--- src/rtl/brl_pkg.sv ---
package brl_pkg;

    localparam int WORD_W_DEF   = 32;
    localparam int NARROW_W_DEF = 24;
    localparam int IDX_W_DEF    = 4;

    typedef enum logic [2:0] {
        OP_LINK_R     = 3'd0,
        OP_LINK_X     = 3'd1,
        OP_STORE_R    = 3'd2,
        OP_STORE_X    = 3'd3,
        OP_SAVEMODE_R = 3'd4,
        OP_SETMODE_R  = 3'd5,
        OP_CONDBR_R   = 3'd6,
        OP_RSVD       = 3'd7
    } brl_op_e;

    typedef enum logic [2:0] {
        LK_NONE,
        LK_STATUS,
        LK_FULL,
        LK_SAVEMODE,
        LK_OPTMODE
    } brl_link_e;

    typedef struct packed {
        logic      legal;
        logic      reg_form;
        logic      conditional;
        logic      sets_mode;
        brl_link_e link_kind;
    } brl_cls_t;

    function automatic brl_cls_t brl_decode(brl_op_e op);
        brl_cls_t c;
        c.legal       = 1'b1;
        c.reg_form    = 1'b1;
        c.conditional = 1'b0;
        c.sets_mode   = 1'b0;
        c.link_kind   = LK_NONE;
        unique case (op)
            OP_LINK_R:     c.link_kind = LK_STATUS;
            OP_LINK_X:     begin c.link_kind = LK_STATUS; c.reg_form = 1'b0; end
            OP_STORE_R:    c.link_kind = LK_FULL;
            OP_STORE_X:    begin c.link_kind = LK_FULL;   c.reg_form = 1'b0; end
            OP_SAVEMODE_R: begin c.link_kind = LK_SAVEMODE; c.sets_mode = 1'b1; end
            OP_SETMODE_R:  begin c.link_kind = LK_OPTMODE;  c.sets_mode = 1'b1; end
            OP_CONDBR_R:   c.conditional = 1'b1;
            default:       c.legal = 1'b0;
        endcase
        return c;
    endfunction

    // mask bit 3 pairs with code 0, bit 0 with code 3
    function automatic logic brl_cond_hit(logic [3:0] mask, logic [1:0] cc);
        return mask[~cc];
    endfunction

    // length code counts halfwords of the instruction
    function automatic logic [1:0] brl_ilc(logic reg_form);
        return reg_form ? 2'b01 : 2'b10;
    endfunction

endpackage

--- src/rtl/brl_seq.sv ---
module brl_seq #(
    parameter int WORD_W   = 32,
    parameter int NARROW_W = 24
) (
    input  logic [WORD_W-2:0] cur_addr,
    input  logic              amode,
    input  logic              reg_form,
    output logic [WORD_W-2:0] ret_addr
);
    localparam int AW = WORD_W - 1;

    logic [AW-1:0] step;
    logic [AW-1:0] sum;

    assign step = reg_form ? AW'(2) : AW'(4);
    assign sum  = cur_addr + step;

    always_comb begin
        if (amode) begin
            ret_addr = sum;
        end else begin
            ret_addr = '0;
            ret_addr[NARROW_W-1:0] = sum[NARROW_W-1:0];
        end
    end
endmodule

--- src/rtl/brl_target.sv ---
module brl_target
    import brl_pkg::*;
#(
    parameter int WORD_W   = 32,
    parameter int NARROW_W = 24,
    parameter int IDX_W    = 4
) (
    input  brl_cls_t          cls,
    input  logic [IDX_W-1:0]  f1,
    input  logic [IDX_W-1:0]  f2,
    input  logic [WORD_W-1:0] r2_val,
    input  logic [WORD_W-1:0] ea,
    input  logic [1:0]        cc,
    input  logic [WORD_W-2:0] cur_addr,
    input  logic              amode,
    input  logic [WORD_W-2:0] ret_addr,
    output logic [WORD_W-2:0] nxt_addr,
    output logic              nxt_mode
);
    localparam int AW = WORD_W - 1;

    logic [WORD_W-1:0] src;
    logic              has_tgt;
    logic              take;
    logic              tgt_mode;
    logic [AW-1:0]     tgt_addr;

    assign src      = cls.reg_form ? r2_val : ea;
    assign has_tgt  = cls.reg_form ? (f2 != '0) : 1'b1;
    assign take     = has_tgt && (!cls.conditional || brl_cond_hit(f1[3:0], cc));
    assign tgt_mode = cls.sets_mode ? src[WORD_W-1] : amode;

    always_comb begin
        if (tgt_mode) begin
            tgt_addr = src[AW-1:0];
        end else begin
            tgt_addr = '0;
            tgt_addr[NARROW_W-1:0] = src[NARROW_W-1:0];
        end
    end

    always_comb begin
        if (!cls.legal) begin
            nxt_addr = cur_addr;
            nxt_mode = amode;
        end else if (take) begin
            nxt_addr = tgt_addr;
            nxt_mode = tgt_mode;
        end else begin
            nxt_addr = ret_addr;
            nxt_mode = amode;
        end
    end
endmodule

--- src/rtl/brl_link.sv ---
module brl_link
    import brl_pkg::*;
#(
    parameter int WORD_W   = 32,
    parameter int NARROW_W = 24,
    parameter int IDX_W    = 4
) (
    input  brl_cls_t          cls,
    input  logic [IDX_W-1:0]  f1,
    input  logic [WORD_W-1:0] r1_val,
    input  logic [WORD_W-2:0] ret_addr,
    input  logic              amode,
    input  logic [1:0]        cc,
    input  logic [3:0]        pmask,
    output logic              link_we,
    output logic [WORD_W-1:0] link_val
);
    localparam int AW = WORD_W - 1;

    always_comb begin
        link_we  = 1'b0;
        link_val = '0;
        if (cls.legal) begin
            unique case (cls.link_kind)
                LK_STATUS: begin
                    link_we  = 1'b1;
                    link_val[NARROW_W-1:0] = ret_addr[NARROW_W-1:0];
                    link_val[WORD_W-1 -: 8] = {brl_ilc(cls.reg_form), cc, pmask};
                end
                LK_FULL: begin
                    link_we  = 1'b1;
                    link_val = {1'b0, ret_addr};
                end
                LK_SAVEMODE: begin
                    link_we  = 1'b1;
                    link_val = {amode, ret_addr};
                end
                LK_OPTMODE: begin
                    link_we  = (f1 != '0);
                    link_val = {amode, r1_val[AW-1:0]};
                end
                default: begin
                    link_we  = 1'b0;
                    link_val = '0;
                end
            endcase
        end
    end
endmodule

--- src/rtl/brl_unit.sv ---
module brl_unit
    import brl_pkg::*;
#(
    parameter int WORD_W   = WORD_W_DEF,
    parameter int NARROW_W = NARROW_W_DEF,
    parameter int IDX_W    = IDX_W_DEF,
    parameter logic [WORD_W-2:0] RESET_ADDR = '0
) (
    input  logic              clk,
    input  logic              rst,
    input  logic              in_valid,
    input  logic [2:0]        in_op,
    input  logic [IDX_W-1:0]  in_f1,
    input  logic [IDX_W-1:0]  in_f2,
    input  logic [WORD_W-1:0] in_r1_val,
    input  logic [WORD_W-1:0] in_r2_val,
    input  logic [WORD_W-1:0] in_ea,
    input  logic [1:0]        in_cc,
    input  logic [3:0]        in_pmask,
    output logic [WORD_W-2:0] pc_addr,
    output logic              pc_amode,
    output logic              lk_we,
    output logic [IDX_W-1:0]  lk_idx,
    output logic [WORD_W-1:0] lk_val
);
    localparam int AW = WORD_W - 1;

    brl_op_e           op;
    brl_cls_t          cls;
    logic [AW-1:0]     ret_addr;
    logic [AW-1:0]     nxt_addr;
    logic              nxt_mode;
    logic              link_we;
    logic [WORD_W-1:0] link_val;

    assign op  = brl_op_e'(in_op);
    assign cls = brl_decode(op);

    brl_seq #(.WORD_W(WORD_W), .NARROW_W(NARROW_W)) u_seq (
        .cur_addr (pc_addr),
        .amode    (pc_amode),
        .reg_form (cls.reg_form),
        .ret_addr (ret_addr)
    );

    brl_target #(.WORD_W(WORD_W), .NARROW_W(NARROW_W), .IDX_W(IDX_W)) u_tgt (
        .cls      (cls),
        .f1       (in_f1),
        .f2       (in_f2),
        .r2_val   (in_r2_val),
        .ea       (in_ea),
        .cc       (in_cc),
        .cur_addr (pc_addr),
        .amode    (pc_amode),
        .ret_addr (ret_addr),
        .nxt_addr (nxt_addr),
        .nxt_mode (nxt_mode)
    );

    brl_link #(.WORD_W(WORD_W), .NARROW_W(NARROW_W), .IDX_W(IDX_W)) u_lnk (
        .cls      (cls),
        .f1       (in_f1),
        .r1_val   (in_r1_val),
        .ret_addr (ret_addr),
        .amode    (pc_amode),
        .cc       (in_cc),
        .pmask    (in_pmask),
        .link_we  (link_we),
        .link_val (link_val)
    );

    always_ff @(posedge clk) begin
        if (rst) begin
            pc_addr  <= RESET_ADDR;
            pc_amode <= 1'b0;
            lk_we    <= 1'b0;
            lk_idx   <= '0;
            lk_val   <= '0;
        end else if (in_valid) begin
            pc_addr  <= nxt_addr;
            pc_amode <= nxt_mode;
            lk_we    <= link_we;
            lk_idx   <= in_f1;
            lk_val   <= link_val;
        end else begin
            lk_we    <= 1'b0;
        end
    end
endmodule

--- config.mk ---
export PLATFORM = sky130hd
export DESIGN_NAME = brl_unit
export DESIGN_NICKNAME = d
export VERILOG_FILES = /design/src/rtl/brl_pkg.sv /design/src/rtl/brl_seq.sv /design/src/rtl/brl_target.sv /design/src/rtl/brl_link.sv /design/src/rtl/brl_unit.sv
export SDC_FILE = /design/constraint.sdc
export NUM_CORES = 1
export LEC_CHECK = 0
export BUFFER_PORTS_ARGS = -buffer_cell sky130_fd_sc_hd__buf_2
export CAP_MARGIN = 20
export CORE_MARGIN = 3
export CORE_UTILIZATION = 40
export CTS_BUF_LIST = sky130_fd_sc_hd__clkbuf_4 sky130_fd_sc_hd__clkbuf_8
export DETAILED_ROUTE_END_ITERATION = 12
export PLACE_DENSITY = 0.67
export SLEW_MARGIN = 25
export SYNTH_ARGS = -nofsm -noshare
export SYNTH_HDL_FRONTEND = slang
export SYNTH_SLANG_ARGS = --single-unit
--- constraint.sdc ---
create_clock -name clk -period 8 [get_ports clk]
set_input_delay 0.8 -clock clk [delete_from_list [all_inputs] [get_ports clk]]
set_output_delay 0.8 -clock clk [all_outputs]
set_load 0.05 [all_outputs]
==> results of run 1 <==
[kinds of logic after synthesis]
| family | count (synthesis) | synth area share, % |
|---|---|---|
| DFF | 69 | 33.0 |
| muxes | 8 | 2.21 |
| adders and majority gates | 2 | 0.777 |
| AOI/OAI and AO/OA | 185 | 27.2 |
| buffers and inverters | 54 | 5.50 |
| xor gates and xnor gates | 26 | 5.44 |
| and+or+nand+nor | 228 | 25.9 |
[through the flow]
stage	total power, µW	instances	cell area, µm²
2_1_floorplan	527	572	4190
3_3_place_gp	599	856	5160
3_5_place_dp	603	856	5160
4_1_cts	961	872	5410
5_1_grt	993	872	5410
6_report	958	872	5410
[power by group through the flow]
stage | registers, µW | logic [µW] | clock network, µW
4_1_cts | 379 | 216 | 365
3_5_place_dp | 387 | 216 | 0
2_1_floorplan | 441 | 86.7 | 0
5_1_grt | 382 | 235 | 376
6_report | 380 | 217 | 362
3_3_place_gp | 386 | 212 | 0
[worst max path at each step]
stage | startpoint | to | slack [ns]
6_report | in_op[2] | lk_val[27] | 4.06
4_1_cts | in_op[2] | lk_val[27] | 4.11
2_1_floorplan | in_op[2] | pc_addr[23] | 4.83
3_3_place_gp | in_op[2] | lk_val[27] | 3.83
3_5_place_dp | in_op[2] | lk_val[27] | 3.76
5_1_grt | in_op[2] | pc_addr[27] | 3.80
[metal layers]
| metal | routed length [µm] | vias to the layer above | share of wire, % |
|---|---|---|---|
| li1 | - | 2395 | - |
| met1 | 6270 | 2299 | 41 |
| met2 | 7280 | 224 | 48 |
| met3 | 1290 | 21 | 8.5 |
| met4 | 314 | 0 | 2.1 |
| met5 | 0 | - | 0 |
[worst max-delay path: cells and delay by family]
| family | cells | cell delay, ns |
|---|---|---|
| compound gates | 1 | 0.15 |
| buf+inv | 2 | 0.63 |
| fa+ha+maj | 1 | 0.25 |
| xor+xnor | 1 | 0.22 |
| simple gates | 6 | 2.10 |
[flip-flops by register name, indices dropped and copies added (netlist names)]
register / cells
pc_addr: 31
lk_val: 32
lk_we: 1
lk_idx: 4
pc_amode: 1
[layout make-up]
cell class              instances  area, µm²
clock buffers                  12        153
multi-input cells             449       2590
clock inverters                 4       95.1
inverters                      14       52.6
flip-flops and latches         69       1380
fillers                       965       4540
repair buffers                191        978
well taps                     133        166
[layout by cell type (no fill, tap or decap), types with 7 or more instances in the layout]
master    netlist  layout
a21oi_1        71      70
a22oi_1        21      21
a31oi_1         9       9
buf_2          10     182
buf_4           0       9
clkbuf_8        0      10
dfxtp_1        69      69
inv_1          13      13
mux2i_1         7       7
nand2_1       100     100
nand3_1        16      16
nand4_1         7       7
nor2_1         38      37
nor3_1         24      23
nor4_1         10      10
o21ai_0        35      34
o21ai_1        10      11
o32ai_1         8       8
xnor2_1        17      17
xor2_1          9       9
==> run_results.csv, run 1 <==
group,metric,value,unit
logic_synthesis,synthCells,572,
clock_tree,root_buffer,"clkbuf_8",
power_and_ir_drop,p_comb_share,22.6,%
placed_design,place_ws,3.76,ns
grt,grt_overflow_total,0,
logic_synthesis,synth_top_area_share,33.0,%
route,antenna_left,0,
clock_tree,cts_tree,"yes",
worst_setup_path,slowest_stage,"nand2b_1",
grt,grt_use_met3,4.78,%
sta,slew_headroom,48.0,%
clock_tree,post_cts_resized,0,
logic_synthesis,ys_ff_latch,69,
worst_setup_path,crit_path_end_kind,"flop",
grt,grt_max_degree,47,
worst_setup_path,arrival,4.16,ns
finish,diodes,0,
sta,min_period,3.94,ns
grt,grt_use_met2,43.2,%
worst_setup_path,cp_cell_sequence,"buf_2 > nand2b_1 > buf_4 > and2_1 > fa_1 > nand3_1 > nor2_1 > nand2_1 > nor3_1 > xnor2_1 > o221ai_1",
sta,grt_setup_unrepaired,"false",
die,coreArea,0.00995,mm²
worst_setup_path,cpPeakStageDelay,0.65,ns
clock_tree,clock_latency,0.36,ns
logic_synthesis,yosys_warnings,0,
logic_synthesis,ys_top_cells_by_area,"dfxtp_1, nand2_1, a21oi_1",
sta,finalClockSkew,0.00871,ns
sta,setup_tns,0,ns
worst_setup_path,crit_type,"primary input to flop",
hold_path,min_to,"lk_val[0]",
placed_design,routabilityCongestion,0.897,
logic_synthesis,synth.cell_area,0.00419,mm²
route,vias,4939,
die,start_util,42.1,%
clock_tree,cts_made_buffers,9,
clock_tree,h-tree-depth,3,
logic_synthesis,synth.net_count,690,
sta,hold_violations,0,
placed_design,port_buffers,182,
finish,drive_above_1_share,29.9,%
power_and_ir_drop,p_sw,306,µW
logic_synthesis,yosysMostFrequentCell,"nand2_1",
route,viasPerCell,5.66,
power_and_ir_drop,power_frac_seq,39.6,%
logic_synthesis,ys_seq_area_share,33.0,%
finish,nets,852,
power_and_ir_drop,clkPwrFrac,37.7,%
clock_tree,cts.clk_slew.worst_paths,0.07,ns
grt,gr-usage-met1,31.2,%
grt,top_usage_layer,"met2",
clock_tree,hold_buffers,0,
clock_tree,postCtsSetupBuffers,0,
grt,grt_pass1_wl,23.2,mm
status,status,"finished, final reports clean",
logic_synthesis,syn_area_per_cell,7.32,µm²
placed_design,dp_hpwl,11.1,mm
logic_synthesis,synth_top_cells_by_count,"nand2_1, a21oi_1, dfxtp_1",
sta,worst_slack,4.06,ns
worst_setup_path,r2r_start,"pc_addr[1]",
logic_synthesis,synth_top_cell_by_area,"dfxtp_1",
power_and_ir_drop,ir_worst_vdd,92.5,µV
grt,antenna_found_initial,0,
grt,grt_pass1_vias,4569,
route,firstDrtPassIters,5,
grt,gr-usage-all-layers,25.1,%
power_and_ir_drop,switching_share,31.9,%
route,drc,0,
clock_tree,cts.sinks,69,
route,wl,15.2,mm
power_and_ir_drop,intPower,653,µW
worst_setup_path,crit_path_max_fanout,20,
die,dieHeight,108,µm
sta,setup-violations-final,0,
finish,fin_util,54.4,%
worst_setup_path,rr_worst_depth,8,
route,routedWlPerCell,17.4,µm
worst_setup_path,r2r_end,"lk_val[27]",
worst_setup_path,startpoint_type,"primary input",
die,die_w,108,µm
hold_path,hold_path_class,"flop to flop",
hold_path,whs_path_depth,2,
logic_synthesis,synth_edf_count,0,
sta,slew_violations,0,
sta,fmax,254,MHz
power_and_ir_drop,p_leak,0.00234,µW
hold_path,hold_path.startpoint,"lk_val[0]",
route,drtIter0Drc,323,
logic_synthesis,synth_ff_type,"dfxtp_1",
worst_setup_path,worst_ep_required_time,8.22,ns
finish,area_delta_synth_final,29.3,%
sta,tightestPinTransition,0.778,ns
sta,whs,0.461,ns
die,rows,36,
sta,period_share,49.3,%
clock_tree,cts_max_path_buffers,2,
logic_synthesis,synth_cell_type_count,59,
worst_setup_path,r2r_slack,5.28,ns
die,die_area,0.0117,mm²
power_and_ir_drop,p_per_area,177,mW/mm²
die,ios,185,
job,max_cap_violations,0,
logic_synthesis,async_reset_ff_share,0,%
(Power assumes the default switching activity.)
==> run 2, diff against run 1 <==
Clock period 8 ns to 3.75 ns, I/O delays scaled along.
==> run_results.csv, run 2 (synthesized netlist as in run 1, its figures left out) <==
group,metric,value,unit
finish,drive_above_1_share,30.1,%
route,firstDrtPassIters,5,
worst_setup_path,cp_cell_sequence,"buf_2 > nand2b_1 > inv_1 > buf_4 > fa_1 > nand3_1 > or2_2 > or4_4 > nor3_1 > o21bai_1 > o21ai_0",
grt,antenna_found_initial,0,
finish,reg.largest.list,"lk_val x32, pc_addr x31, lk_idx x4",
clock_tree,root_buffer,"clkbuf_8",
sta,setup_tns,0,ns
worst_setup_path,rr_worst_depth,8,
clock_tree,post_cts_resized,0,
power_and_ir_drop,ir_worst_vdd,198,µV
clock_tree,h-tree-depth,3,
sta,finalClockSkew,0.0106,ns
power_and_ir_drop,clkPwrFrac,37.4,%
placed_design,routabilityCongestion,0.891,
clock_tree,postCtsSetupBuffers,0,
die,die_w,108,µm
die,ios,185,
route,wl,15.4,mm
grt,gr-usage-all-layers,25.6,%
job,max_cap_violations,0,
die,coreArea,0.00995,mm²
finish,layout.cells.most_common,"buf_2",
clock_tree,cts_made_buffers,9,
power_and_ir_drop,intPower,1390,µW
route,drc,0,
worst_setup_path,crit_type,"primary input to flop",
sta,hold_violations,0,
finish,largest_reg_flops,32,
worst_setup_path,slowest_stage,"or4_4",
worst_setup_path,cpPeakStageDelay,0.46,ns
placed_design,port_buffers,182,
worst_setup_path,arrival,3.09,ns
power_and_ir_drop,p_leak,0.00236,µW
route,viasPerCell,5.75,
finish,nets,857,
sta,min_period,2.82,ns
route,drtIter0Drc,376,
power_and_ir_drop,switching_share,31.8,%
sta,period_share,75.2,%
hold_path,whs_path_depth,3,
worst_setup_path,startpoint_type,"primary input",
sta,slew_violations,0,
worst_setup_path,r2r_slack,1.23,ns
route,routedWlPerCell,17.6,µm
worst_setup_path,r2r_end,"pc_addr[23]",
sta,slew_headroom,27.3,%
sta,grt_setup_unrepaired,"false",
worst_setup_path,r2r_start,"pc_addr[1]",
grt,grt_pass1_vias,4659,
die,die_area,0.0117,mm²
route,antenna_left,0,
route,vias,5035,
worst_setup_path,critical-path-top-delay-family,"simple AND/OR/NAND/NOR gates",
power_and_ir_drop,p_sw,649,µW
finish,diodes,0,
power_and_ir_drop,p_per_area,375,mW/mm²
hold_path,hold_path.startpoint,"in_r1_val[22]",
sta,tightestPinTransition,1.09,ns
hold_path,min_to,"lk_val[22]",
worst_setup_path,crit_path_end_kind,"flop",
power_and_ir_drop,power.total,2040,µW
sta,setup-violations-final,0,
placed_design,dp_hpwl,11.4,mm
clock_tree,cts.clk_slew.worst_paths,0.07,ns
sta,fmax,355,MHz
finish,largest_register,"lk_val",
die,dieHeight,108,µm
worst_setup_path,cp_num_buf_inv,3,
clock_tree,cts_tree,"yes",
hold_path,hold_path_class,"primary input to flop",
finish,fillers,990,
clock_tree,cts.sinks,69,
die,start_util,42.1,%
worst_setup_path,worst_ep_required_time,4.03,ns
status,status,"finished, final reports clean",
clock_tree,hold_buffers,0,
die,rows,36,
power_and_ir_drop,p_comb_share,22.9,%
clock_tree,clock_latency,0.35,ns
power_and_ir_drop,power_frac_seq,39.7,%
finish,area_delta_synth_final,30.0,%
finish,final_cell_mix,"buf_2, nand2_1, a21oi_1",
worst_setup_path,crit_path_max_fanout,21,
finish,fin_util,54.7,%
grt,grt_overflow_total,0,
grt,grt_pass1_wl,23.6,mm
grt,grt_max_degree,40,
clock_tree,cts_max_path_buffers,2,
-- run 2: cell count changes in the layout (fill, tap and decap cells not counted), sizes merged --
cell and change:
clkbuf -1, buf +5
-- run 2: worst max path at each step --
| stage | startpoint | end | slack (ns) | cells after the start |
|---|---|---|---|---|
| after floorplan | in_op[2] | pc_addr[23] | 1.01 | 10 |
| after global placement | in_op[2] | lk_val[23] | 0.67 | 10 |
| after detailed placement | in_op[2] | pc_addr[23] | 0.60 | 11 |
| after CTS | in_op[2] | pc_addr[23] | 0.97 | 11 |
| after global routing | in_op[2] | lk_val[19] | 0.70 | 11 |
| final | in_op[2] | pc_addr[23] | 0.93 | 11 |
-- run 2: tightest hold or removal path: stages --
cell     delay [ns]
buf_2          0.07
a22oi_1        0.05
o21ai_0        0.06
-- run 2: per-stage QoR --
stage	instance area (µm²)	hold WS (ns)	worst slack (ns)	std cells
after global placement	5200	0.434	0.670	861
after floorplan	4190	0.506	1.01	572
after global routing	5440	0.251	0.698	876
after CTS	5440	0.236	0.967	876
final	5440	0.237	0.931	876
after detailed placement	5200	0.445	0.604	861
-- run 2: power by group through the flow --
stage	Combinational [µW]	Sequential [µW]	Clock, µW
6_report	467	811	764
5_1_grt	502	817	800
4_1_cts	465	810	771
3_5_place_dp	463	827	0
3_3_place_gp	457	825	0
2_1_floorplan	185	940	0
-- run 2: layout make-up --
| cell class | instances | area (µm²) | share of cell area [%] |
|---|---|---|---|
| clock inverter | 4 | 95.1 | 1.75 |
| clock buffer | 11 | 151 | 2.78 |
| timing repair buffer | 196 | 1020 | 18.7 |
| tap | 133 | 166 | 3.06 |
| sequential | 69 | 1380 | 25.4 |
| multi-input combinational | 449 | 2580 | 47.4 |
| inverter | 14 | 52.6 | 0.965 |
-- run 2: metal layers --
metal	part of all wire [%]	vias up	global-route usage, %	wire length (µm)
met5	0	-	0	0
li1	-	2404	-	-
met3	9.2	24	4.84	1420
met4	2.4	0	10.5	367
met1	41	2342	33.2	6380
met2	47	265	42.1	7220
